[config.mk]
export PLATFORM = sky130hd
export DESIGN_NAME = bin_param_gen
export DESIGN_NICKNAME = d
export VERILOG_FILES = /design/src/rtl/bin_param_pkg.sv /design/src/rtl/bin_seq_ctrl.sv /design/src/rtl/bin_diff_accum.sv /design/src/rtl/bin_sat_mul.sv /design/src/rtl/bin_param_gen.sv
export SDC_FILE = /design/constraint.sdc
export NUM_CORES = 2
export LEC_CHECK = 0
export BUFFER_PORTS_ARGS = -buffer_cell sky130_fd_sc_hd__buf_2
export CORE_ASPECT_RATIO = 1.75
export CORE_MARGIN = 4
export CORE_UTILIZATION = 55
export DETAILED_ROUTE_END_ITERATION = 6
export GPL_ROUTABILITY_DRIVEN = 0
export GPL_TIMING_DRIVEN = 1
export PLACE_DENSITY_LB_ADDON = 0.3
export SLEW_MARGIN = 20
export SYNTH_ARGS = -nofsm -noshare
export SYNTH_HDL_FRONTEND = slang
export SYNTH_SLANG_ARGS = --single-unit
[constraint.sdc]
create_clock -name clk -period 9.67 [get_ports clk]
set_input_delay 0 -clock clk [delete_from_list [all_inputs] [get_ports clk]]
set_output_delay 0 -clock clk [all_outputs]
set_load 0.01 [all_outputs]
[src/rtl/bin_param_pkg.sv]
package bin_param_pkg;
  localparam int unsigned ACC_W_DEF  = 32;
  localparam int unsigned AMP_W_DEF  = 27;
  localparam int unsigned FAC_W_DEF  = 27;
  localparam int unsigned FAC_FR_DEF = 24;
  localparam int unsigned IDX_W_DEF  = 11;
endpackage

[src/rtl/bin_seq_ctrl.sv]
module bin_seq_ctrl #(
  parameter int unsigned IDX_W = 11
) (
  input  logic             clk,
  input  logic             rst_n,
  input  logic             start_i,
  input  logic [IDX_W:0]   nbins_i,
  output logic             run_o,
  output logic [IDX_W-1:0] idx_o,
  output logic             step_o
);
  logic             run_q, run_d;
  logic [IDX_W-1:0] idx_q, idx_d;
  logic [IDX_W-1:0] last_q, last_d;
  logic [IDX_W:0]   last_full;
  logic             at_last;

  assign last_full = nbins_i - 1'b1;
  assign at_last   = (idx_q == last_q);
  assign step_o    = run_q && !at_last && !start_i;

  always_comb begin
    run_d  = run_q;
    idx_d  = idx_q;
    last_d = last_q;
    if (start_i) begin
      run_d  = (nbins_i != '0);
      idx_d  = '0;
      last_d = last_full[IDX_W-1:0];
    end else if (run_q) begin
      if (at_last) run_d = 1'b0;
      else         idx_d = idx_q + 1'b1;
    end
  end

  always_ff @(posedge clk or negedge rst_n) begin
    if (!rst_n) begin
      run_q  <= 1'b0;
      idx_q  <= '0;
      last_q <= '0;
    end else begin
      run_q  <= run_d;
      idx_q  <= idx_d;
      last_q <= last_d;
    end
  end

  assign run_o = run_q;
  assign idx_o = idx_q;


  last_bin_chk: assert property (@(posedge clk) disable iff (!rst_n)
    (run_q && at_last && !start_i) |=> !run_q);

  idx_step_chk: assert property (@(posedge clk) disable iff (!rst_n)
    step_o |=> (run_q && idx_q == $past(idx_q) + 1'b1));

  zero_len_chk: assert property (@(posedge clk) disable iff (!rst_n)
    (start_i && nbins_i == '0) |=> !run_q);
endmodule

[src/rtl/bin_diff_accum.sv]
module bin_diff_accum #(
  parameter int unsigned W = 32
) (
  input  logic         clk,
  input  logic         rst_n,
  input  logic         load_i,
  input  logic         step_i,
  input  logic [W-1:0] init_i,
  input  logic [W-1:0] lin_i,
  input  logic [W-1:0] curv_i,
  output logic [W-1:0] acc_o
);
  logic [W-1:0] acc_q, acc_d;
  logic [W-1:0] dif_q, dif_d;
  logic [W-1:0] inc_q, inc_d;

  always_comb begin
    acc_d = acc_q;
    dif_d = dif_q;
    inc_d = inc_q;
    if (load_i) begin
      acc_d = init_i;
      dif_d = lin_i + curv_i;
      inc_d = curv_i << 1;
    end else if (step_i) begin
      acc_d = acc_q + dif_q;
      dif_d = dif_q + inc_q;
    end
  end

  always_ff @(posedge clk or negedge rst_n) begin
    if (!rst_n) begin
      acc_q <= '0;
      dif_q <= '0;
      inc_q <= '0;
    end else begin
      acc_q <= acc_d;
      dif_q <= dif_d;
      inc_q <= inc_d;
    end
  end

  assign acc_o = acc_q;


  accum_hold_chk: assert property (@(posedge clk) disable iff (!rst_n)
    (!load_i && !step_i) |=> $stable(acc_q));
endmodule

[src/rtl/bin_sat_mul.sv]
module bin_sat_mul #(
  parameter int unsigned AW = 27,
  parameter int unsigned BW = 27,
  parameter int unsigned OW = 27,
  parameter int unsigned SH = 24
) (
  input  logic [AW-1:0] a_i,
  input  logic [BW-1:0] b_i,
  output logic [OW-1:0] p_o
);
  localparam int unsigned PW = AW + BW;
  logic [PW-1:0] prod;
  logic [PW-1:0] shifted;
  logic          ovf;

  always_comb begin
    prod    = PW'(a_i) * PW'(b_i);
    shifted = prod >> SH;
    ovf     = |(shifted >> OW);
    p_o     = ovf ? {OW{1'b1}} : shifted[OW-1:0];
  end
endmodule

[src/rtl/bin_param_gen.sv]
module bin_param_gen
  import bin_param_pkg::*;
#(
  parameter int unsigned ACC_W  = ACC_W_DEF,
  parameter int unsigned AMP_W  = AMP_W_DEF,
  parameter int unsigned FAC_W  = FAC_W_DEF,
  parameter int unsigned FAC_FR = FAC_FR_DEF,
  parameter int unsigned IDX_W  = IDX_W_DEF
) (
  input  logic             clk,
  input  logic             rst_n,
  input  logic             start_i,
  input  logic [IDX_W:0]   nbins_i,
  input  logic [ACC_W-1:0] freq_init_i,
  input  logic [ACC_W-1:0] freq_step_i,
  input  logic [ACC_W-1:0] freq_curv_i,
  input  logic [ACC_W-1:0] phase_init_i,
  input  logic [ACC_W-1:0] phase_step_i,
  input  logic [ACC_W-1:0] phase_curv_i,
  input  logic [AMP_W-1:0] amp_init_i,
  input  logic [FAC_W-1:0] amp_decay_i,
  input  logic [FAC_W-1:0] amp_shape_init_i,
  input  logic [FAC_W-1:0] amp_shape_ratio_i,
  output logic             bin_valid_o,
  output logic [IDX_W-1:0] bin_idx_o,
  output logic [ACC_W-1:0] freq_o,
  output logic [ACC_W-1:0] phase_o,
  output logic [AMP_W-1:0] amp_o
);
  localparam int unsigned N_ACC = 2;

  // reset: asserted asynchronously, released on a clock edge
  logic [1:0] rst_pipe;
  logic       rst_s;
  always_ff @(posedge clk or negedge rst_n) begin
    if (!rst_n) rst_pipe <= 2'b00;
    else        rst_pipe <= {rst_pipe[0], 1'b1};
  end
  assign rst_s = rst_pipe[1];

  logic step;
  bin_seq_ctrl #(.IDX_W(IDX_W)) seq_i (
    .clk    (clk),
    .rst_n  (rst_s),
    .start_i(start_i),
    .nbins_i(nbins_i),
    .run_o  (bin_valid_o),
    .idx_o  (bin_idx_o),
    .step_o (step)
  );

  // frequency and phase share one accumulator structure
  logic [ACC_W-1:0] acc_init [N_ACC];
  logic [ACC_W-1:0] acc_lin  [N_ACC];
  logic [ACC_W-1:0] acc_curv [N_ACC];
  logic [ACC_W-1:0] acc_val  [N_ACC];

  assign acc_init[0] = freq_init_i;
  assign acc_lin[0]  = freq_step_i;
  assign acc_curv[0] = freq_curv_i;
  assign acc_init[1] = phase_init_i;
  assign acc_lin[1]  = phase_step_i;
  assign acc_curv[1] = phase_curv_i;

  for (genvar g = 0; g < N_ACC; g++) begin : g_acc
    bin_diff_accum #(.W(ACC_W)) acc_i (
      .clk   (clk),
      .rst_n (rst_s),
      .load_i(start_i),
      .step_i(step),
      .init_i(acc_init[g]),
      .lin_i (acc_lin[g]),
      .curv_i(acc_curv[g]),
      .acc_o (acc_val[g])
    );
  end

  assign freq_o  = acc_val[0];
  assign phase_o = acc_val[1];

  // amplitude: running product with a geometrically changing factor
  logic [AMP_W-1:0] amp_q, amp_d, amp_prod;
  logic [FAC_W-1:0] fac_q, fac_d, fac_prod;
  logic [FAC_W-1:0] ratio_q, ratio_d;
  logic [FAC_W-1:0] fm_a, fm_b;

  assign fm_a = start_i ? amp_decay_i      : fac_q;
  assign fm_b = start_i ? amp_shape_init_i : ratio_q;

  bin_sat_mul #(.AW(FAC_W), .BW(FAC_W), .OW(FAC_W), .SH(FAC_FR)) fac_mul_i (
    .a_i(fm_a),
    .b_i(fm_b),
    .p_o(fac_prod)
  );

  bin_sat_mul #(.AW(AMP_W), .BW(FAC_W), .OW(AMP_W), .SH(FAC_FR)) amp_mul_i (
    .a_i(amp_q),
    .b_i(fac_q),
    .p_o(amp_prod)
  );

  always_comb begin
    amp_d   = amp_q;
    fac_d   = fac_q;
    ratio_d = ratio_q;
    if (start_i) begin
      amp_d   = amp_init_i;
      fac_d   = fac_prod;
      ratio_d = amp_shape_ratio_i;
    end else if (step) begin
      amp_d = amp_prod;
      fac_d = fac_prod;
    end
  end

  always_ff @(posedge clk or negedge rst_s) begin
    if (!rst_s) begin
      amp_q   <= '0;
      fac_q   <= '0;
      ratio_q <= '0;
    end else begin
      amp_q   <= amp_d;
      fac_q   <= fac_d;
      ratio_q <= ratio_d;
    end
  end

  assign amp_o = amp_q;


  start_load_chk: assert property (@(posedge clk) disable iff (!rst_s)
    (start_i && nbins_i != '0) |=> (bin_valid_o && bin_idx_o == '0 &&
      freq_o == $past(freq_init_i) && phase_o == $past(phase_init_i) &&
      amp_o == $past(amp_init_i)));

  amp_sat_hold_chk: assert property (@(posedge clk) disable iff (!rst_s)
    (step && amp_q == {AMP_W{1'b1}} && fac_q >= (FAC_W'(1) << FAC_FR)) |=>
      amp_q == {AMP_W{1'b1}});
endmodule

==> run metrics <==
utilization after layout=0.620; die boundary width=271 microns; leading cell types in the layout, fill and taps excluded=sky130_fd_sc_hd__inv_1 (1528), sky130_fd_sc_hd__nand2_1 (1310), sky130_fd_sc_hd__fa_1 (1252), sky130_fd_sc_hd__ha_1 (562), sky130_fd_sc_hd__nor2_1 (452); WL final=between 200 and 250 mm; pin count of the biggest net entering global routing=slightly below 200; Syn Nets=9801; via count=just under 60000; arrival time at the worst endpoint=just under 10 ns; worst max-slew margin expressed relative to the limit=0.209; Finished Cell Area=about 74000 sq um; proportion of layout cells with a drive suffix above 1=0.0952; number of levels in the clock H-tree=2; final max-slew violation count=0; most common library cell in the layout ignoring fill and taps=sky130_fd_sc_hd__inv_1; average cell area after synthesis=around 8.7 sq um; global route overflow=0; first-pass GRT wire length=approximately 360 mm; cell repeated most along the worst path=sky130_fd_sc_hd__fa_1; number of different library cells in the post-synthesis netlist=slightly below 90; transition at the pin with the smallest max-transition slack=between 1 and 1.5 ns; total number of yosys warnings=0; peak per-stage delay on the critical path=a little over 1 ns; prevailing post-synth register cell=sky130_fd_sc_hd__dfrtp_1; buffers inserted by post-CTS timing repair=0; Num CTS Buffers=35; register-to-register path setup slack=about 0.23 ns; async set-reset flop share out of synthesis=1.00; destination of the worst register-to-register timing path=amp_o[6]$_DFFE_PN0N_; Largest delay share family, worst path=adder cells; Critical Path Source Type=flop; endpoint with the worst hold slack=g_acc[0].acc_i.dif_q[19]$_DFFE_PN0N_; cell count of the worst hold path=5; count of buffers from port buffering=~420; clock tree skew after final layout=between 0.02 and 0.025 ns; die span in y=about 470 microns; count of clock tree sinks=296; clock latency at the later pin of the worst-skew pair=0.63 ns; Starting DRT DRC Count=roughly 5100; number of detailed-route iterations in the first pass=7; Final TNS setup=0 ns; Worst Hold Class=input pin to flop; cell chosen for the clock root=sky130_fd_sc_hd__clkbuf_16; worst slack, placed=0.0637 ns; Syn Std Cell Area=~66000 sq um; Setup Viol. Count Final=0; average wire per standard cell=about 24 microns; post-route ant nets=0; setup repair after global routing missed its margin=false; Core Rows=168; CP required=about 10 ns; Mapped Cells=about 7700; beginning of the worst register-to-register path=amp_o[7]$_DFFE_PN0N_; endpoint class of the critical path=flop; core footprint=approximately 120000 sq um; number of primary I/O pins=between 400 and 500; Min Clock Period, post-route=9.44 ns; HPWL reported at the end of detailed placement=186 mm; final clock period utilization by the worst path=0.976; Syn-to-layout area delta=11.9%; clock slew at reported path FFs=~0.06 ns; peak clock frequency supported by timing=roughly 110 MHz; overall routing resource usage=0.378; via-per-instance ratio=around 6; number of enable flip-flop cells after synthesis=0; Hold Vio Cnt, Final=0; critical path buffer and inverter count=5; DRC violation count after routing=0; logic depth of the worst register-to-register path=25; TritonCTS clock tree=done; Placed Area=about 70000 sq um; number of flip-flops and latches in the synthesized netlist=296; startpoint of the tightest hold check path=freq_step_i[18]; number of global-route vias before repair=around 64000; die area=approximately 130000 sq um; number of buffers on the longest clock path=3; max capacitance violation total=0; setup ws final=between 0.2 and 0.25 ns; critical path class=flop to flop; CP max stage cell=sky130_fd_sc_hd__a22oi_2; top fanout value on the critical path=20; nets@finish=between 10000 and 15000; initial cell density of the core=0.554; initial antenna violation count=32; run status=complete, no violations; Seq/Total Area, Yosys=0.111
[cell usage after synthesis, types with 5 or more instances]
master                      count  area [sq um]
sky130_fd_sc_hd__buf_1         33           124
sky130_fd_sc_hd__nor3b_1        5          37.5
sky130_fd_sc_hd__mux2i_1       51           510
sky130_fd_sc_hd__a31oi_1       30           188
sky130_fd_sc_hd__nand2b_1      33           206
sky130_fd_sc_hd__a31o_2         5          43.8
sky130_fd_sc_hd__o21ai_1        9          45.0
sky130_fd_sc_hd__o22ai_1       13          81.3
sky130_fd_sc_hd__xor2_1        92           806
sky130_fd_sc_hd__o211ai_1      15           113
sky130_fd_sc_hd__a311oi_1       5          43.8
sky130_fd_sc_hd__nor4_1         8          50.1
sky130_fd_sc_hd__inv_1       1530          5740
sky130_fd_sc_hd__nand2_1     1311          4920
sky130_fd_sc_hd__or2_2          9          56.3
sky130_fd_sc_hd__clkbuf_1     325          1220
sky130_fd_sc_hd__a211o_1       11          96.3
sky130_fd_sc_hd__o21a_1        34           255
sky130_fd_sc_hd__o2111ai_1      5          43.8
sky130_fd_sc_hd__ha_1         562          7030
sky130_fd_sc_hd__a222oi_1      17           170
sky130_fd_sc_hd__or3_1         21           131
sky130_fd_sc_hd__o22a_1        27           236
sky130_fd_sc_hd__o31ai_1       14           105
sky130_fd_sc_hd__dfrtp_1      296          7410
sky130_fd_sc_hd__nor3_1        47           235
sky130_fd_sc_hd__a21oi_1      328          1640
sky130_fd_sc_hd__o21bai_1      31           233
sky130_fd_sc_hd__fa_1        1252         25100
sky130_fd_sc_hd__xnor2_1      140          1230
sky130_fd_sc_hd__a41oi_1        6          52.6
sky130_fd_sc_hd__and4_1         5          43.8
sky130_fd_sc_hd__a211oi_1      53           398
sky130_fd_sc_hd__and3_1        28           175
sky130_fd_sc_hd__a21o_1       115           863
sky130_fd_sc_hd__mux2_2        98          1100
sky130_fd_sc_hd__nor2_1       452          1700
sky130_fd_sc_hd__and2_1       279          1750
sky130_fd_sc_hd__nor2b_1       29           181
sky130_fd_sc_hd__nand3_1       43           215
sky130_fd_sc_hd__a21oi_2       10          87.6
sky130_fd_sc_hd__nand4_1       25           156
sky130_fd_sc_hd__o21ai_0      189           946
sky130_fd_sc_hd__a21boi_0       6          45.0
[what timing repair did]
item / in CTS / in global routing
endpoints found under the hold margin: 247 / 0
hold buffers: 272 / 0
setup endpoints to repair: 0 / 14
resized for setup: 0 / 3
[worst reg2reg max path, delay by kind of cell, from the launching register on]
kind / cells / cell delay [ns]
AOI/OAI and AO/OA: 8 / 3.28
DFF: 1 / 0.75
and+or+nand+nor: 4 / 0.71
buffers and inverters: 5 / 0.64
adders and majority gates: 8 / 3.89
[how the worst max path moves through the flow]
stage,from,to,slack (ns),cells past startpoint
floorplan,rst_pipe[1]$_DFF_PN0_,amp_o[0]$_DFFE_PN0N_,0.81,0
global placement,amp_o[17]$_DFFE_PN0N_,amp_o[21]$_DFFE_PN0N_,0.11,26
detailed placement,fac_q[4]$_DFFE_PN0N_,amp_o[0]$_DFFE_PN0N_,0.06,26
CTS,fac_q[4]$_DFFE_PN0N_,amp_o[4]$_DFFE_PN0N_,0.02,26
global route,amp_o[7]$_DFFE_PN0N_,amp_o[6]$_DFFE_PN0N_,0.05,25
finish,amp_o[7]$_DFFE_PN0N_,amp_o[6]$_DFFE_PN0N_,0.23,25
[metrics by stage]
stage,cells,hold WS (ns)
final,9845,0.0327
after global routing,9833,0.0759
after CTS,9831,0.00249
after detailed placement,9498,-0.212
after global placement,9498,-0.215
after floorplan,7672,-0.296
[layer usage]
layer | share of wire | track usage
met2 | 0.47 | 0.632
met5 | 0.00084 | 0.00114
met4 | 0.12 | 0.355
met3 | 0.10 | 0.106
met1 | 0.30 | 0.380
[cell families after synthesis]
group,after synthesis,synth area share
buffers and inverters,1895,0.108
AOI/OAI and AO/OA,973,0.0930
and+or+nand+nor,2312,0.150
xor gates and xnor gates,232,0.0306
DFF,296,0.111
muxes,149,0.0243
adders and majority gates,1814,0.483
other,1,0.0000564
[registers in the layout, indices dropped and copies added, names as in the netlist]
name / flops
g_acc.acc_i.acc_o: 64
g_acc.acc_i.dif_q: 64
g_acc.acc_i.inc_q: 62
amp_o: 27
fac_q: 27
ratio_q: 27
seq_i.idx_o: 11
seq_i.last_q: 11
rst_pipe: 2
seq_i.run_o: 1
[layout make-up]
class / count / area [sq um]
diodes: 13 / 32.5
repair buffers: 848 / 6060
multi-input cells: 5482 / 52000
well taps: 1615 / 2020
clock inverters: 14 / 208
inverters: 1530 / 5750
fillers: 9994 / 45600
clock buffers: 47 / 971
flip-flops and latches: 296 / 7420
Power is left out: the tool's default activity adds up to more than one toggle a clock period on the data nets, which glitch-free logic cannot reach.
